[src/rtl/prio_irq_bank.sv]
module prio_irq_bank #(
  parameter int NSRC     = 32,
  parameter int PRIO_W   = 5,
  parameter int FIQ_EN   = 1,
  parameter int NUM_BASE = 0
) (
  input  logic        clk,
  input  logic        rst_n,
  input  logic        wr_en,
  input  logic [5:0]  addr,
  input  logic [31:0] wdata,
  output logic [31:0] rdata,
  input  logic [31:0] src_in,
  output logic        irq_n,
  output logic        fiq_n
);
  localparam int IDX_W = $clog2(NSRC);
  localparam int CFG_W = PRIO_W + 2;
  localparam logic [5:0] A_PEND = 6'd32;
  localparam logic [5:0] A_MASK = 6'd33;
  localparam logic [5:0] A_ISRC = 6'd34;
  localparam logic [5:0] A_FSRC = 6'd35;
  localparam logic [5:0] A_CTRL = 6'd36;
  localparam logic [5:0] A_GATE = 6'd37;

  logic [CFG_W-1:0] cfg [NSRC];
  logic [NSRC-1:0] mask_r, edge_pend, ep_nxt, src_q, pend, elig, trig, fiq_rt;
  logic gate;
  logic irq_act, fiq_act, irq_hit, fiq_hit;
  logic [IDX_W-1:0] irq_idx, fiq_idx, irq_sel, fiq_sel;
  logic [PRIO_W-1:0] irq_best, fiq_best;

  wire ack_irq = wr_en && addr == A_CTRL && wdata[0];
  wire ack_fiq = wr_en && addr == A_CTRL && wdata[1];

  always_comb
    for (int i = 0; i < NSRC; i++) begin
      trig[i]   = cfg[i][1];
      fiq_rt[i] = cfg[i][0];
    end

  assign pend = (trig & src_in) | (~trig & edge_pend);
  assign elig = gate ? '0 : (pend & ~mask_r);

  always_comb begin
    irq_hit = 1'b0; irq_sel = '0; irq_best = '1;
    fiq_hit = 1'b0; fiq_sel = '0; fiq_best = '1;
    for (int i = 0; i < NSRC; i++) begin
      if (elig[i] && !fiq_rt[i] && (!irq_hit || cfg[i][CFG_W-1:2] < irq_best)) begin
        irq_hit = 1'b1; irq_sel = i[IDX_W-1:0]; irq_best = cfg[i][CFG_W-1:2];
      end
      if (elig[i] && fiq_rt[i] && (!fiq_hit || cfg[i][CFG_W-1:2] < fiq_best)) begin
        fiq_hit = 1'b1; fiq_sel = i[IDX_W-1:0]; fiq_best = cfg[i][CFG_W-1:2];
      end
    end
  end

  always_comb begin
    ep_nxt = edge_pend;
    if (wr_en && addr == A_PEND) ep_nxt = ep_nxt & wdata[NSRC-1:0];
    if (ack_irq && irq_act) ep_nxt[irq_idx] = 1'b0;
    if (ack_fiq && fiq_act) ep_nxt[fiq_idx] = 1'b0;
    ep_nxt = ep_nxt | (src_in & ~src_q & ~trig);
  end

  always_ff @(posedge clk) begin
    if (!rst_n) begin
      for (int i = 0; i < NSRC; i++) cfg[i] <= '0;
      mask_r <= '1; gate <= 1'b1; edge_pend <= '0; src_q <= '0;
      irq_act <= 1'b0; fiq_act <= 1'b0; irq_idx <= '0; fiq_idx <= '0;
    end else begin
      src_q <= src_in;
      edge_pend <= ep_nxt;
      if (wr_en && addr < 6'(NSRC))
        cfg[addr[IDX_W-1:0]] <= {wdata[CFG_W-1:1], wdata[0] & (FIQ_EN != 0)};
      if (wr_en && addr == A_MASK) mask_r <= wdata[NSRC-1:0];
      if (wr_en && addr == A_GATE) gate <= wdata[0];
      if (ack_irq) irq_act <= 1'b0;
      else if (!irq_act && irq_hit) begin irq_act <= 1'b1; irq_idx <= irq_sel; end
      if (ack_fiq) fiq_act <= 1'b0;
      else if (!fiq_act && fiq_hit) begin fiq_act <= 1'b1; fiq_idx <= fiq_sel; end
    end
  end

  always_comb begin
    rdata = '0;
    if (addr < 6'(NSRC)) rdata[CFG_W-1:0] = cfg[addr[IDX_W-1:0]];
    else
      case (addr)
        A_PEND: rdata = 32'(pend);
        A_MASK: rdata = 32'(mask_r);
        A_ISRC: rdata = irq_act ? 32'(NUM_BASE) + 32'(irq_idx) : '0;
        A_FSRC: rdata = fiq_act ? 32'(NUM_BASE) + 32'(fiq_idx) : '0;
        A_GATE: rdata = {31'b0, gate};
        default: rdata = '0;
      endcase
  end

  assign irq_n = ~irq_act;
  assign fiq_n = ~fiq_act;

  assert_ack_irq_R9: assert property (@(posedge clk) disable iff (!rst_n)
    ack_irq |=> irq_n);
  assert_ack_fiq_R9: assert property (@(posedge clk) disable iff (!rst_n)
    ack_fiq |=> fiq_n);
  assert_frozen_idx_R8: assert property (@(posedge clk) disable iff (!rst_n)
    (irq_act && !ack_irq) |=> $stable(irq_idx));
  assert_gate_holds_R6: assert property (@(posedge clk) disable iff (!rst_n)
    (gate && irq_n && fiq_n) |=> (irq_n && fiq_n));
  assert_seize_needs_winner_R7: assert property (@(posedge clk) disable iff (!rst_n)
    $rose(irq_act) |-> $past(irq_hit));
endmodule

[config.mk]
export PLATFORM = sky130hd
export DESIGN_NAME = prio_irq_bank
export DESIGN_NICKNAME = d
export VERILOG_FILES = /design/src/rtl/prio_irq_bank.sv
export SDC_FILE = /design/constraint.sdc
export NUM_CORES = 2
export LEC_CHECK = 0
export BUFFER_PORTS_ARGS = -buffer_cell sky130_fd_sc_hd__buf_4
export CAP_MARGIN = 40
export CORE_MARGIN = 10
export CORE_UTILIZATION = 70
export DETAILED_ROUTE_END_ITERATION = 7
export PLACE_DENSITY = 0.91
export SYNTH_ARGS = -nofsm -noshare
export SYNTH_HDL_FRONTEND = slang
export SYNTH_SLANG_ARGS = --single-unit
[constraint.sdc]
create_clock -name clk -period 166.6 [get_ports clk]
set_input_delay 16.66 -clock clk [delete_from_list [all_inputs] [get_ports clk]]
set_output_delay 16.66 -clock clk [all_outputs]
set_load 0.005 [all_outputs]
# Yosys cells after proc, flatten, opt, wreduce, memory -nomap -nowiden
# Memory sizes are Yosys's and may differ from the RTL's.
# Index checks and enable logic that the tools add are counted.
# totals
n_memories,1
regBits,109
output_inout_bits,34
wordCells,612
in_bits,73
ram_bits,224
# op_classes
muxes,208
magnitude_cmp,67
bitwise,20
eq_ne,6
n_reduce_logical,302
# memory_table
memory,words,word_bits,read_ports,rd_clocked_by_memory_dff,wr,line_no,rtl
cfg,32,7,33,0,32,26,logic [CFG_W-1:0] cfg [NSRC];
# op_table
op,count
$mux 5,125
$lt 5x5->1,62
$and 32x32->32,8
$not 32->32,5
$pmux 32 s5,1
$logic_and 1x1->1,139
$mux 32,4
$logic_not 1->1,96
$mux 1,73
$or 32x32->32,2
$logic_or 1x1->1,62
$eq 6x6->1 const B,6
$mux 25,1
$mux 7,2
$lt 5x6->1 const B,2
$demux 1 s5,2
$ge 5x1->1 const B,2
$reduce_or 7->1,1
$lt 6x6->1 const B,1
$not 1->1,5
$reduce_and 2->1,2
$reduce_or 2->1,2

# Depth between registers and ports, before layout
# An unclocked memory read counts as a cell.
# depth
ltp_word,134
mapped_depth,283
mapped_depth_nobuf,267

# Worst setup path before layout
# Ideal clock, no wire load.
# synth_path
path_type,input port to flip-flop
startpoint,input port src_in[0]
endpoint,register fiq_idx[4]
setup_time_ns,0.070
required_ns,166.530
path_slack_ns,102.718
cell_stages,260
path_buffers,19
arrival_ns,63.812
cell_sequence,mux2_4 > nand2_1 > nor2_1 > ha_1 > o21ai_1 > a311o_1 > a31o_2 > nand2_1 > nor2_1 > a21oi_1 > inv_1 > ha_1 > or2_2 > a21o_2 > o221a_1 > o31a_2 > buf_6 > mux2_2 > [... 224 more ...] > ha_1 > nor2b_1 > o21ai_0 > nand2b_1 > a211oi_1 > and4_4 > a311o_1 > buf_6 > nor2_1 > a21oi_1 > ha_1 > a21o_1 > a21o_1 > a2111oi_0 > nor2_1 > a31o_2 > nor4b_2 > a21oi_1
# synth_between
elab_chain_cells,132
elab_cells_between_ends,223
cone_classes,order compare: 31; mux: 93; bitwise: 3; reduce/logical: 96
# synth_rtl
item,line_no,rtl
"start, declared",13,"input logic [31:0] src_in,"
$and 32x32->32 (*),42,assign pend = (trig & src_in) | (~trig & edge_pend);
$or 32x32->32 (*),42,
$and 32x32->32 (*),43,assign elig = gate ? '0 : (pend & ~mask_r);
$mux 32 (*),43,
$logic_and 1x1->1 (*),52,if (elig[i] && fiq_rt[i] && (!fiq_hit || cfg[i][CFG_W-1:2] < fiq_best)) begin
$mux 5 or $mux 1 (tied branches),52,
$lt 5x5->1 or $logic_not 1->1 (tied branches),52,
$logic_or 1x1->1,52,
[... 116 more ...],n/a,
$logic_and 1x1->1,52,
$mux 5 or $mux 1 (tied branches),52,
$lt 5x5->1 or $logic_not 1->1 (tied branches),52,
$logic_or 1x1->1,52,
$logic_and 1x1->1,52,
$mux 1,52,
$logic_and 1x1->1,81,else if (!fiq_act && fiq_hit) begin fiq_act <= 1'b1; fiq_idx <= fiq_sel; end
$reduce_and 2->1 (no line),n/a,
"end signal, assigned",70,irq_act <= 1'b0; fiq_act <= 1'b0; irq_idx <= '0; fiq_idx <= '0;
"end signal, assigned",81,
"end, declared",30,"logic [IDX_W-1:0] irq_idx, fiq_idx, irq_sel, fiq_sel;"
# Every way passes the cells marked *; elsewhere a longest branch is shown, timed or not.
# A chain may end at the register's enable or synchronous reset.

# Worst setup path after layout
# Ends and elaborated chain as after synthesis.

==> results.json <==
{
  "period_needed_ns": 72.45,
  "min_path_type": "register to register",
  "cts_tree": "yes",
  "htreeDepth": 2,
  "grt_max_degree": 85,
  "dieArea_um2": 56900,
  "hold_viol": 0,
  "cts_resized": 0,
  "clock_path_buffers": 3,
  "peakVddDrop_mv": 0.00721,
  "critPathKind": "input port to register",
  "finalWorstSetupSlack_ns": 94.15,
  "grt.total_usage": 0.393,
  "slowest_delay_ns": 0.74,
  "syn-cell-area_um2": 33400,
  "crit_arrival_ns": 72.94,
  "hold_buffers": 0,
  "fin_nets": 4098,
  "cts_root_buf": "clkbuf_16",
  "fmax_ghz": 0.0138,
  "worstMarginPinSlew_ns": 1.03,
  "clk_pin_slew_ns": 0.07,
  "antenna_found_initial": 1,
  "cp_max_fo": 16,
  "routedWlPerCell_um": 25.7,
  "die_y_um": 238,
  "leakagePower_uw": 0.0146,
  "cp.required_ns": 167.09,
  "synth-edff-count": 224,
  "num_io_pins": 107,
  "drc": 0,
  "synth.distinct_cells": 182,
  "yosysMostFrequentCell": "nand2_1",
  "start_util": 0.704,
  "setup_viol": 0,
  "fin_tns_setup_ns": 0,
  "yosys_register_bits": 333,
  "regArea_um2": 8910,
  "critPathLaunchType": "input port",
  "synthFlopType": "edfxtp_1",
  "grt_pass1_vias": 30800,
  "postSynthCellCount": 3883,
  "status": "completed",
  "avgSynthCellArea_um2": 8.61,
  "fillCellCount": 3483,
  "cts.sinks": 333,
  "synth_top_cells_by_area": "edfxtp_1, dfxtp_1, and2_1",
  "synth_top_area_share": 0.201,
  "numPortBuffers": 106,
  "synthTopCellsByCount": "nand2_1, nor2_1, and2_1",
  "critPathCaptureType": "register",
  "rsz0062_at_grt": "false",
  "rows": 80,
  "drive_above_1_share": 0.166,
  "drt_first_pass_iters": 7,
  "drtIter0Drc": 5496,
  "yosysWarningCount": 0,
  "drt_wl_total_mm": 117,
  "hpwl_mm": 86.8,
  "cpMostUsedCell": "ha_1",
  "cpMaxStageDelayCell": "o31ai_1",
  "cts_setup_buffers": 0,
  "syn_to_final_growth_pct": 5.47,
  "clk_latency_ns": 0.56,
  "gp_congestion": 1.04,
  "synth_top_area_cell": "edfxtp_1",
  "synth_nets": 4088,
  "cap_violations": 0,
  "routed_via_density": 7.33,
  "diodes": 0,
  "grt_pass1_wl_mm": 177,
  "coreArea_um2": 47400,
  "fp.dieW_um": 238,
  "pre_cts_ws_ns": 95.03,
  "ant_nets": 0,
  "finalClockSkew_ns": 0.0257,
  "vias": 33300,
  "multi_input_comb_area_um2": 22400,
  "power_density_nw_per_um2": 6.10,
  "synth_seq_area_share": 0.267,
  "overflow": 0,
  "async_reset_ff_frac": 0,
  "finalCritPeriodShare": 0.435,
  "numCtsBuffers": 38,
  "slew_viol_final": 0,
  "relSlewSlack": 0.306
}
==> final timing paths <==
kind,from,end,slack (ns),cells after the start
min reg2reg,mask_r[17],mask_r[17],0.49,2
max,src_in[0],fiq_idx[4],94.15,249
min,mask_r[17],mask_r[17],0.49,2
max reg2reg,gate,fiq_idx[4],109.73,249
==> worst max-delay path, delay by kind of cell <==
| kind | cells | cell delay [ns] |
|---|---|---|
| AO/OA/AOI/OAI | 109 | 28.04 |
| AND/OR/NAND/NOR | 70 | 12.50 |
| adder cells (fa/ha/maj) | 32 | 9.17 |
| multiplexers | 16 | 4.55 |
| buffers and inverters | 22 | 1.87 |
==> cell usage in the layout (no fill, tap or decap), types with 35 or more instances in the layout <==
master and count:
buf_4 120, dfxtp_1 108, mux2_2 35, a211oi_1 40, o21ai_0 213, o211ai_1 39
nand2_1 407, edfxtp_1 224, ha_1 132, nand3_1 102, nor2_1 360, nor3_1 100
a21oi_1 262, mux2i_1 111, inv_1 209, and2_1 287, mux4_2 68, a31oi_1 40
o221ai_1 47, clkbuf_16 43
==> where the power goes <==
| part | switching [µW] | leakage (µW) | internal (µW) |
|---|---|---|---|
| clock | 37.0 | 0.000623 | 50.2 |
| combinational | 16.4 | 0.0110 | 11.3 |
| sequential | 7.68 | 0.00302 | 92.2 |
| total | 61.1 | 0.0146 | 154 |
==> registers in the layout, summed over array words and instances (netlist names) <==
register   flops
irq_act        1
edge_pend     32
fiq_act        1
src_q         32
gate           1
mask_r        32
cfg          224
fiq_idx        5
irq_idx        5
==> per-stage QoR <==
stage          cell area [µm²]  instances  hold slack, ns  utilization  power (µW)
2_1_floorplan            33400       3883           0.456            -         117
3_3_place_gp             33700       4433           0.467        0.711         126
3_5_place_dp             33900       4463           0.474        0.715         127
4_1_cts                  35200       4533           0.484        0.742         212
5_1_grt                  35200       4538           0.506        0.743         219
6_report                 35200       4538           0.489        0.743         215
==> area by class of cell <==
cell class                      instances  share of cell area
Timing Repair Buffer                  154              0.0317
Clock inverter                         15             0.00380
Tap cell                              615              0.0218
Inverter                              212              0.0226
Sequential cell                       333               0.253
Multi-Input combinational cell       3154               0.635
Clock buffer                           55              0.0327
==> cells by family after synthesis <==
logic type,count (synthesis),share of synthesized area
AND/OR/NAND/NOR,1587,0.243
AO/OA/AOI/OAI,1136,0.256
buffers and inverters,396,0.0641
flip-flops,333,0.267
multiplexers,247,0.106
adder cells (fa/ha/maj),161,0.0583
XOR/XNOR,23,0.00603
==> metal layers <==
| metal | GRT usage | share of wire | vias up |
|---|---|---|---|
| met1 | 0.523 | 0.37 | 15500 |
| met4 | 0.174 | 0.054 | 2 |
| met5 | 0 | 0.00011 | - |
| met2 | 0.596 | 0.43 | 2648 |
| met3 | 0.0964 | 0.14 | 524 |
| li1 | - | - | 14600 |
(Power assumes the default switching activity.)
